## src/rtl/blink_od_sel.sv

```systemverilog
module blink_od_sel #(
  parameter int NPORT = 16,
  parameter int CFG_W = 8,
  parameter logic [CFG_W-1:0] CFG_RST = 8'h0C
) (
  input  logic             clk,
  input  logic             rst_n,
  input  logic             dir_ld,
  input  logic [NPORT-1:0] dir_d,
  input  logic             ph0_ld,
  input  logic [NPORT-1:0] ph0_d,
  input  logic             ph1_ld,
  input  logic [NPORT-1:0] ph1_d,
  input  logic             cfg_ld,
  input  logic [CFG_W-1:0] cfg_d,
  input  logic             blink_phase,
  input  logic             int_flag,
  output logic [NPORT-1:0] port_drv_low,
  output logic             shr_drv_low
);
  localparam int EB  = 0;
  localparam int IB  = 3;
  localparam int O0B = 4;
  localparam int O1B = 5;

  logic [NPORT-1:0] dir_q, ph0_q, ph1_q;
  logic [CFG_W-1:0] cfg_q;
  logic             phase_q;

  always_ff @(posedge clk or negedge rst_n) begin
    if (!rst_n) begin
      dir_q   <= '1;
      ph0_q   <= '1;
      ph1_q   <= '1;
      cfg_q   <= CFG_RST;
      phase_q <= 1'b0;
    end else begin
      if (dir_ld) dir_q <= dir_d;
      if (ph0_ld) ph0_q <= ph0_d;
      if (ph1_ld) ph1_q <= ph1_d;
      if (cfg_ld) cfg_q <= cfg_d;
      phase_q <= blink_phase;
    end
  end

  wire              use_ph1 = cfg_q[EB] & phase_q;
  wire [NPORT-1:0]  sel_dat = use_ph1 ? ph1_q : ph0_q;
  wire              gpo_lvl = use_ph1 ? cfg_q[O1B] : cfg_q[O0B];

  assign port_drv_low = ~dir_q & ~sel_dat;
  assign shr_drv_low  = cfg_q[IB] ? int_flag : ~gpo_lvl;


  reset_vals_chk: assert property (@(posedge clk) disable iff (!rst_n)
    $rose(rst_n) |-> (dir_q == '1 && ph0_q == '1 && ph1_q == '1 && cfg_q == CFG_RST));


  input_quiet_chk: assert property (@(posedge clk) disable iff (!rst_n)
    (port_drv_low & dir_q) == '0);


  no_blink_stable_chk: assert property (@(posedge clk) disable iff (!rst_n)
    (!cfg_q[EB] && !dir_ld && !ph0_ld && !ph1_ld && !cfg_ld) |=> $stable(port_drv_low));


  int_follow_chk: assert property (@(posedge clk) disable iff (!rst_n)
    cfg_q[IB] |-> (shr_drv_low == int_flag));


  gpo_ph1_chk: assert property (@(posedge clk) disable iff (!rst_n)
    (!cfg_q[IB] && cfg_q[EB] && phase_q) |-> (shr_drv_low == !cfg_q[O1B]));


  phase_reg_chk: assert property (@(posedge clk) disable iff (!rst_n)
    (!dir_ld && !ph0_ld && !ph1_ld && !cfg_ld && $stable(blink_phase)) |=> $stable(port_drv_low));
endmodule

```

## config.mk

```make
export PLATFORM = sky130hd
export DESIGN_NAME = blink_od_sel
export DESIGN_NICKNAME = d
export VERILOG_FILES = /design/src/rtl/blink_od_sel.sv
export SDC_FILE = /design/constraint.sdc
export NUM_CORES = 1
export LEC_CHECK = 0
export BUFFER_PORTS_ARGS = -buffer_cell sky130_fd_sc_hd__clkbuf_2
export CELL_PAD_IN_SITES_DETAIL_PLACEMENT = 1
export CELL_PAD_IN_SITES_GLOBAL_PLACEMENT = 1
export CORE_ASPECT_RATIO = 0.5
export CORE_MARGIN = 5
export CORE_UTILIZATION = 36
export DETAILED_ROUTE_END_ITERATION = 8
export GPL_ROUTABILITY_DRIVEN = 1
export GPL_TIMING_DRIVEN = 0
export PLACE_DENSITY = 0.73
export SLEW_MARGIN = 25
export SYNTH_ARGS = -nofsm -noshare
export SYNTH_HDL_FRONTEND = slang
export SYNTH_SLANG_ARGS = --single-unit
```

## constraint.sdc

```tcl
create_clock -name clk -period 0.9 [get_ports clk]
set_input_delay 0.045 -clock clk [delete_from_list [all_inputs] [get_ports clk]]
set_output_delay 0.045 -clock clk [all_outputs]
set_load 0.01 [all_outputs]
```

==> results.cfg, run 1 <==
[floorplanning]
die-area_um2 = 8360
row_count = 20
io_pins = 81
fp.coreArea_um2 = 6210
fp.dieW_um = 124
start_util_pct = 38.0
die_h_um = 67.2

[logic_synthesis]
ys_seq_area_share_pct = 58.9
yosysTopAreaCell = dfstp_2
synth_top_area_share_pct = 54.6
synthTopCellsByCount = mux2_2, dfstp_2, a211oi_2, and3_1, and3_2
synth-edff-count = 0
ys_warn_count = 0
syn_inst = 152
synth_flop_cell = dfstp_2
syn_avg_cell_area_um2 = 15.5
synth_nets = 216
synth_area_leaders = dfstp_2, mux2_2, a211oi_2, dfrtp_1, and3_2
async_reset_ff_share_pct = 100
synth_cell_types = 16
netlist_area_um2 = 2360
synth.ff_latch_count = 53
yosysMostFrequentCell = mux2_2

[setup_path]
rrSetupSlack_ns = -0.08
startpoint_type = register
crit_family = buffers and inverters
slowest_delay_ns = 0.41
cp.arrival_ns = 1.48
path_cells = buf_6 -> buf_6 -> and3_2 -> a211oi_2 -> clkbuf_2
crit_type = register to output port
end_kind = output port
cp.required_ns = 0.85
path_buf_inv = 3
worst_path_max_delay_cell = dfrtp_1
crit_path_frequent_cell = buf_6
crit_fanout = 5

[cells_and_area]
nets = 346
utilization_pct = 60.5
n_fill_cell = 620
n_antenna_cell = 0
area_growth_pct = 59.2
regArea_um2 = 1390
drive_above_1_share_pct = 82.7
multi_input_area_um2 = 1090

[placement]
dpl_worst_slack_ns = -0.331
gp_congestion = 0.754
portBuffers = 73
place_hpwl_mm = 4.00

[cts]
clk_latency_ns = 0.29
clkSinkCount = 53
cts_max_path_buffers = 2
cts_tree = done
cts-buffers-inserted = 5
cts_htree_levels = 2
hold_buffers = 44
cts-root-buf = clkbuf_16
clk_pin_slew_ns = 0.07

[route]
drc = 0
routed_wl_mm = 6.40
vias = 1725
detail_route.first_pass.iterations = 3
postRouteAntennaNets = 0
wire_per_inst_um = 17.2
drtIter0Drc = 44
via_per_inst = 4.65

[run]
cap_violations = 0

[timing]
tightest_slew_ns = 0.716
relSlewSlack_pct = 52.2
setup_viol = 18
finClkSkew_ns = 0
rsz0062_at_grt = yes
final.setup.tns_ns = -10.34
hold_ws_ns = -0.159
period_share_pct = 170
min_period_ns = 1.53
drv_slew = 0
fmax_ghz = 0.654
hold_violations = 4
setup_ws_ns = -0.629

[global_route]
grt_pass1_vias = 2048
grt_pass1_wl_mm = 10.5
antenna_found_initial = 0
track_usage_pct = 16.2
grt-ovfl-total = 0
grt_max_degree = 54

[pwr]
peakVddDrop_uv = 823
power-per-cell-area_nw_per_um2 = 1720
p_leak_nw = 1.58

[worst_hold_path]
hp-class = input pin to asynchronous set/reset pin

[status]
status = finished with violations
violations = negative hold slack, negative setup slack
[per-layer routing]
layer	part of all wire, %	track usage (%)	wire length [um]	vias to the layer above
met4	0.94	3.69	60	0
li1	-	-	-	811
met1	43	19.4	2750	875
met3	3.3	3.71	210	7
met2	53	30.4	3380	32
met5	0	0	0	-
[registers in the layout (all words and copies together) (netlist names)]
name,flops
dir_q,16
ph1_q,16
phase_q,1
ph0_q,16
cfg_q,4
[cells by family after synthesis]
family	after synthesis	share of synthesized area [%]
flip-flops	53	58.9
multiplexers	52	24.8
AND/OR/NAND/NOR	19	5.57
AO/OA/AOI/OAI	18	8.07
buffers and inverters	10	2.65
[power by group]
group	switching [mW]	internal [mW]	total (mW)
registers	0.195	2.79	2.99
logic	0.494	0.768	1.26
clock network	0.824	1.39	2.21
total	1.51	4.95	6.46
[timing repair]
action / 4_1_cts / 5_1_grt
cloned: 2 / 0
setup endpoints to repair: 18 / 18
endpoints found under the hold margin: 48 / 4
pin swaps: 15 / 3
resized for setup: 14 / 14
setup buffers: 4 / 0
[final cells by class]
type	instances	share of cell area, %
tap	88	2.93
buffer	10	2.57
timing repair buffer	123	23.7
sequential	53	37.0
multi-input combinational	89	29.1
clock buffer	7	3.80
clock inverter	1	0.800
[through the flow]
stage	cell area [um^2]	power [mW]	cells
6_report	3750	6.46	371
3_3_place_gp	3020	4.00	313
2_1_floorplan	2540	3.64	152
4_1_cts	3750	6.54	371
5_1_grt	3750	6.77	371
3_5_place_dp	3020	4.04	313
[placed cells by master, fill, tap and decap left out, drive strengths merged]
cell type	n
dfstp	49
bufinv	1
clkbuf	70
nand2	2
o31ai	1
dfrtp	4
a211oi	16
a21boi	1
buf	26
and3	17
dlygate4sd3	44
mux2	52
[final timing paths]
check,start,cells past startpoint,endpoint
min in group clk,dir_d[15],2,dir_q[15]
worst min-delay path,rst_n,1,phase_q
worst min register to register,cfg_q[4],1,cfg_q[4]
worst max-delay path,cfg_q[0],5,port_drv_low[14]
max in group asynchronous,rst_n,1,phase_q
worst max register to register,cfg_q[0],2,cfg_q[0]
Power figures use the tool's default switching activity.
==> inputs of run 2 (changes only) <==
Settings changed: CTS_BUF_LIST set to sky130_fd_sc_hd__clkbuf_16.
==> run 2 against run 1 <==
Final cell count stayed put. Largest cell class unchanged. Critical path depth stayed put. The flow still finishes with violations (negative hold slack, negative setup slack). Sequential share of layout area is 0.099 points higher. Count of clock-buffer cells in the layout is 2 lower. Routed wire length is 0.17% lower. Clock power is 5% lower. Register-to-register slack hardly changed. Critical path type unchanged. Combinational power hardly changed. Fmax hardly changed. Sequential power hardly changed.
==> results.cfg, run 2 (synthesis results as in run 1) <==
[cells_and_area]
nets = 346
drive_above_1_share_pct = 82.3
n_antenna_cell = 0
area_growth_pct = 58.8
n_fill_cell = 623
final_cell_mix = clkbuf_2, mux2_2, dfstp_2
utilization_pct = 60.3
stdcell_count = 371
largestRegisters = dir_q (16), ph0_q (16), ph1_q (16)
final_area_um2 = 3740
layout_commonest_cell = clkbuf_2

[global_route]
grt_max_degree = 54
track_usage_pct = 16.2
antenna_found_initial = 0
grt_pass1_wl_mm = 10.5
grt_pass1_vias = 2048
grt-ovfl-total = 0

[pwr]
power-per-cell-area_nw_per_um2 = 1700
peakVddDrop_uv = 810
p_leak_nw = 1.58
finalPower_mw = 6.36

[cts]
cts_tree = done
clk_latency_ns = 0.29
cts-buffers-inserted = 5
cts_max_path_buffers = 2
cts_htree_levels = 2
cts-root-buf = clkbuf_16
clkSinkCount = 53
hold_buffers = 44
clk_pin_slew_ns = 0.07

[timing]
period_share_pct = 170
setup_ws_ns = -0.628
min_period_ns = 1.53
relSlewSlack_pct = 52.4
rsz0062_at_grt = yes
finClkSkew_ns = 0
setup_viol = 18
tightest_slew_ns = 0.714
drv_slew = 0
hold_ws_ns = -0.158
fmax_ghz = 0.654
hold_violations = 4

[route]
detail_route.first_pass.iterations = 3
routed_wl_mm = 6.38
drtIter0Drc = 47
wire_per_inst_um = 17.2
vias = 1729
drc = 0
postRouteAntennaNets = 0
via_per_inst = 4.66

[placement]
place_hpwl_mm = 4.00
portBuffers = 73
gp_congestion = 0.754
place_inst = 313
post_dp_cell_area_um2 = 3020
dpl_worst_slack_ns = -0.331

[floorplanning]
row_count = 20
start_util_pct = 38.0
die_h_um = 67.2
fp.dieW_um = 124
die-area_um2 = 8360
io_pins = 81
fp.coreArea_um2 = 6210

[setup_path]
startpoint_type = register
path_cells = buf_6 -> buf_6 -> and3_2 -> a211oi_2 -> clkbuf_2
crit_fanout = 5
worst_path_max_delay_cell = dfrtp_1
rrSetupSlack_ns = -0.08
cp.required_ns = 0.85
crit_type = register to output port
cp.arrival_ns = 1.48
slowest_delay_ns = 0.41
crit_path_frequent_cell = buf_6
end_kind = output port

[run]
cap_violations = 0

[status]
status = finished with violations
violations = negative hold slack, negative setup slack

[worst_hold_path]
hp-class = input pin to asynchronous set/reset pin
## run 2: changes by cell type in the layout (fill, tap and decap cells not counted)
cell / previous run / this run
clkbuf_8: 4 / 3
clkinv_1: 0 / 1
inv_1: 0 / 1
clkbuf_1: 1 / 0
## run 2: final timing paths
kind,startpoint,endpoint,cells after the start
worst max-delay path,cfg_q[0],port_drv_low[14],5
worst min-delay path,rst_n,phase_q,1
worst max register to register,cfg_q[0],cfg_q[0],2
worst min register to register,cfg_q[4],cfg_q[4],1
max in group asynchronous,rst_n,phase_q,1
min in group clk,dir_d[15],dir_q[15],2
## run 2: report_power, final
group / total, mW / internal, mW / leakage, nW / switching (mW)
Combinational: 1.26 / 0.768 / 0.932 / 0.494
Clock: 2.11 / 1.29 / 0.0826 / 0.818
Sequential: 2.99 / 2.79 / 0.561 / 0.195
Total: 6.36 / 4.85 / 1.58 / 1.51
## run 2: timing repair
action,CTS,global route
buffers inserted,4,0
gates cloned,2,0
endpoints found under the hold margin,48,4
gates resized for setup,14,14
pin swaps,15,3
setup endpoints to repair,18,18
## run 2: area by class of cell
type	count	area [um^2]	share of cell area [%]
Buffer	10	96.3	2.57
Clock buffer	5	125	3.34
Clock inverter	3	37.5	1.00
Multi-Input combinational cell	89	1090	29.2
Sequential cell	53	1390	37.1
Tap cell	88	110	2.94
Timing Repair Buffer	123	891	23.8
## run 2: critical path: cells and delay by family (launching register included)
kind	cells	cell delay (ns)
DFF	1	0.41
AOI/OAI and AO/OA	1	0.15
buffers and inverters	3	0.44
and+or+nand+nor	1	0.19
## run 2: through the flow
stage          hold slack [ns]  TNS [ns]
2_1_floorplan           -0.251     -1.66
3_3_place_gp             0.158     -8.81
3_5_place_dp             0.156     -5.72
4_1_cts                 -0.142    -10.61
5_1_grt                 -0.106    -11.51
6_report                -0.158    -10.33
## run 2: per-layer routing
layer	GRT usage (%)	up-vias	routed length (um)
li1	-	812	-
met1	19.4	878	2730
met2	30.4	32	3380
met3	3.71	7	210
met4	3.69	0	60
met5	0	-	0
==> inputs of run 3 (changes only) <==
Settings changed: BUFFER_PORTS_ARGS -buffer_cell sky130_fd_sc_hd__clkbuf_2 to not set, CORE_UTILIZATION 36 to 45, DONT_BUFFER_PORTS set to 1, PLACE_DENSITY 0.73 to 0.71, SKIP_CTS_REPAIR_TIMING set to 1.
==> run 3 against run 2 <==
The flow still finishes with violations (negative hold slack, negative setup slack). Clock skew is the same. Hold slack lost 0.39 ns. Critical path depth shrank 1. Final area shrank 7.9%. Count of clock-buffer cells in the layout is the same. Final cell count shrank 21%. First-iteration DRC count shrank 30%. Register-to-register slack lost 0.06 ns. Power shrank 7.2%. Critical endpoint is now port_drv_low[8]. Largest cell class unchanged.
==> results.cfg, run 3 (synthesis results as in run 1) <==
[status]
status = finished with violations
violations = negative hold slack, negative setup slack

[floorplanning]
fp.dieW_um = 112
io_pins = 81
die_h_um = 61.2
fp.coreArea_um2 = 5000
row_count = 18
die-area_um2 = 6870
start_util_pct = 47.1

[cts]
clk_latency_ns = 0.29
cts_max_path_buffers = 2
cts_htree_levels = 2
cts-buffers-inserted = 5
cts_tree = done
clkSinkCount = 53
cts-root-buf = clkbuf_16
clk_pin_slew_ns = 0.06

[run]
cap_violations = 0

[placement]
post_dp_cell_area_um2 = 2630
place_inst = 222
portBuffers = 0
dpl_worst_slack_ns = -0.288
gp_congestion = 0.697
place_hpwl_mm = 3.80

[cells_and_area]
layout_commonest_cell = dlygate4sd3_1
utilization_pct = 68.9
area_growth_pct = 46.2
n_fill_cell = 451
n_antenna_cell = 0
final_area_um2 = 3450
nets = 285
stdcell_count = 292
final_cell_mix = dlygate4sd3_1, mux2_2, dfstp_2
largestRegisters = dir_q (16), ph0_q (16), ph1_q (16)
regArea_um2 = 1390
multi_input_area_um2 = 1090
drive_above_1_share_pct = 72.5

[timing]
fmax_ghz = 0.673
drv_slew = 0
hold_violations = 53
setup_viol = 18
rsz0062_at_grt = yes
min_period_ns = 1.49
period_share_pct = 165
tightest_slew_ns = 0.323
finClkSkew_ns = 0
setup_ws_ns = -0.587
hold_ws_ns = -0.545
relSlewSlack_pct = 78.4

[pwr]
finalPower_mw = 5.90
p_leak_nw = 1.31
power-per-cell-area_nw_per_um2 = 1710
peakVddDrop_uv = 881

[setup_path]
crit_fanout = 5
worst_r2r_endpoint = cfg_q[0]
reg2regPathDepth = 2
rrSetupSlack_ns = -0.14
r2r-start = cfg_q[0]
cp.required_ns = 0.85
end_kind = output port
crit_type = register to output port
startpoint_type = register
cp.arrival_ns = 1.44

[route]
via_per_inst = 5.21
wl_met3_um = 311
met2WireLength_mm = 3.17
vias = 1521
detail_route.first_pass.iterations = 4
wl_met1_mm = 2.89
drtIter0Drc = 33
routed_wl_mm = 6.42
highest_layer = met4
wire_per_inst_um = 22.0
postRouteAntennaNets = 0
drc = 0

[global_route]
antenna_found_initial = 0
grt_pass1_vias = 1499
grt_pass1_wl_mm = 8.23
track_usage_pct = 16.1
grt-ovfl-total = 0
grt_max_degree = 54

[worst_hold_path]
hp-class = input pin to asynchronous set/reset pin
[run 3: routing by layer]
| metal | vias to the layer above | global-route usage, % |
|---|---|---|
| met5 | - | 0 |
| met4 | 0 | 4.62 |
| met3 | 5 | 6.77 |
| met2 | 44 | 27.2 |
| met1 | 790 | 19.7 |
| li1 | 682 | - |
[run 3: worst max path at each step]
| stage | from | end | depth (start not counted) |
|---|---|---|---|
| 3_5_place_dp | phase_q | port_drv_low[8] | 3 |
| 5_1_grt | phase_q | port_drv_low[8] | 4 |
| 3_3_place_gp | phase_q | port_drv_low[6] | 3 |
| 2_1_floorplan | phase_q | port_drv_low[10] | 3 |
| 6_report | phase_q | port_drv_low[8] | 4 |
| 4_1_cts | phase_q | port_drv_low[8] | 3 |
[run 3: area by class of cell]
class                      count  share of cell area (%)
clock buffer                   5                    3.63
multi-input combinational     89                    31.6
timing repair buffer          62                    18.8
sequential                    53                    40.3
clock inverter                 3                   0.363
tap                           70                    2.54
buffer                        10                    2.72
[run 3: worst max-delay path, stage by stage, from the launching register on]
cell      delay (ns)
dfrtp_2         0.45
buf_12          0.15
buf_12          0.13
and3_4          0.15
a211oi_4        0.27
[run 3: report_power, final]
part / switching [mW] / total [mW] / internal, mW
logic: 0.428 / 1.08 / 0.650
registers: 0.205 / 3.00 / 2.79
clock network: 0.816 / 1.82 / 1.01
total: 1.45 / 5.90 / 4.45
[run 3: stage by stage]
step	hold slack, ns	setup TNS, ns
after floorplan	-0.251	-1.66
after global placement	-0.248	-4.34
after detailed placement	-0.246	-4.81
after CTS	-0.556	-9.24
after global routing	-0.562	-10.13
final	-0.545	-9.31
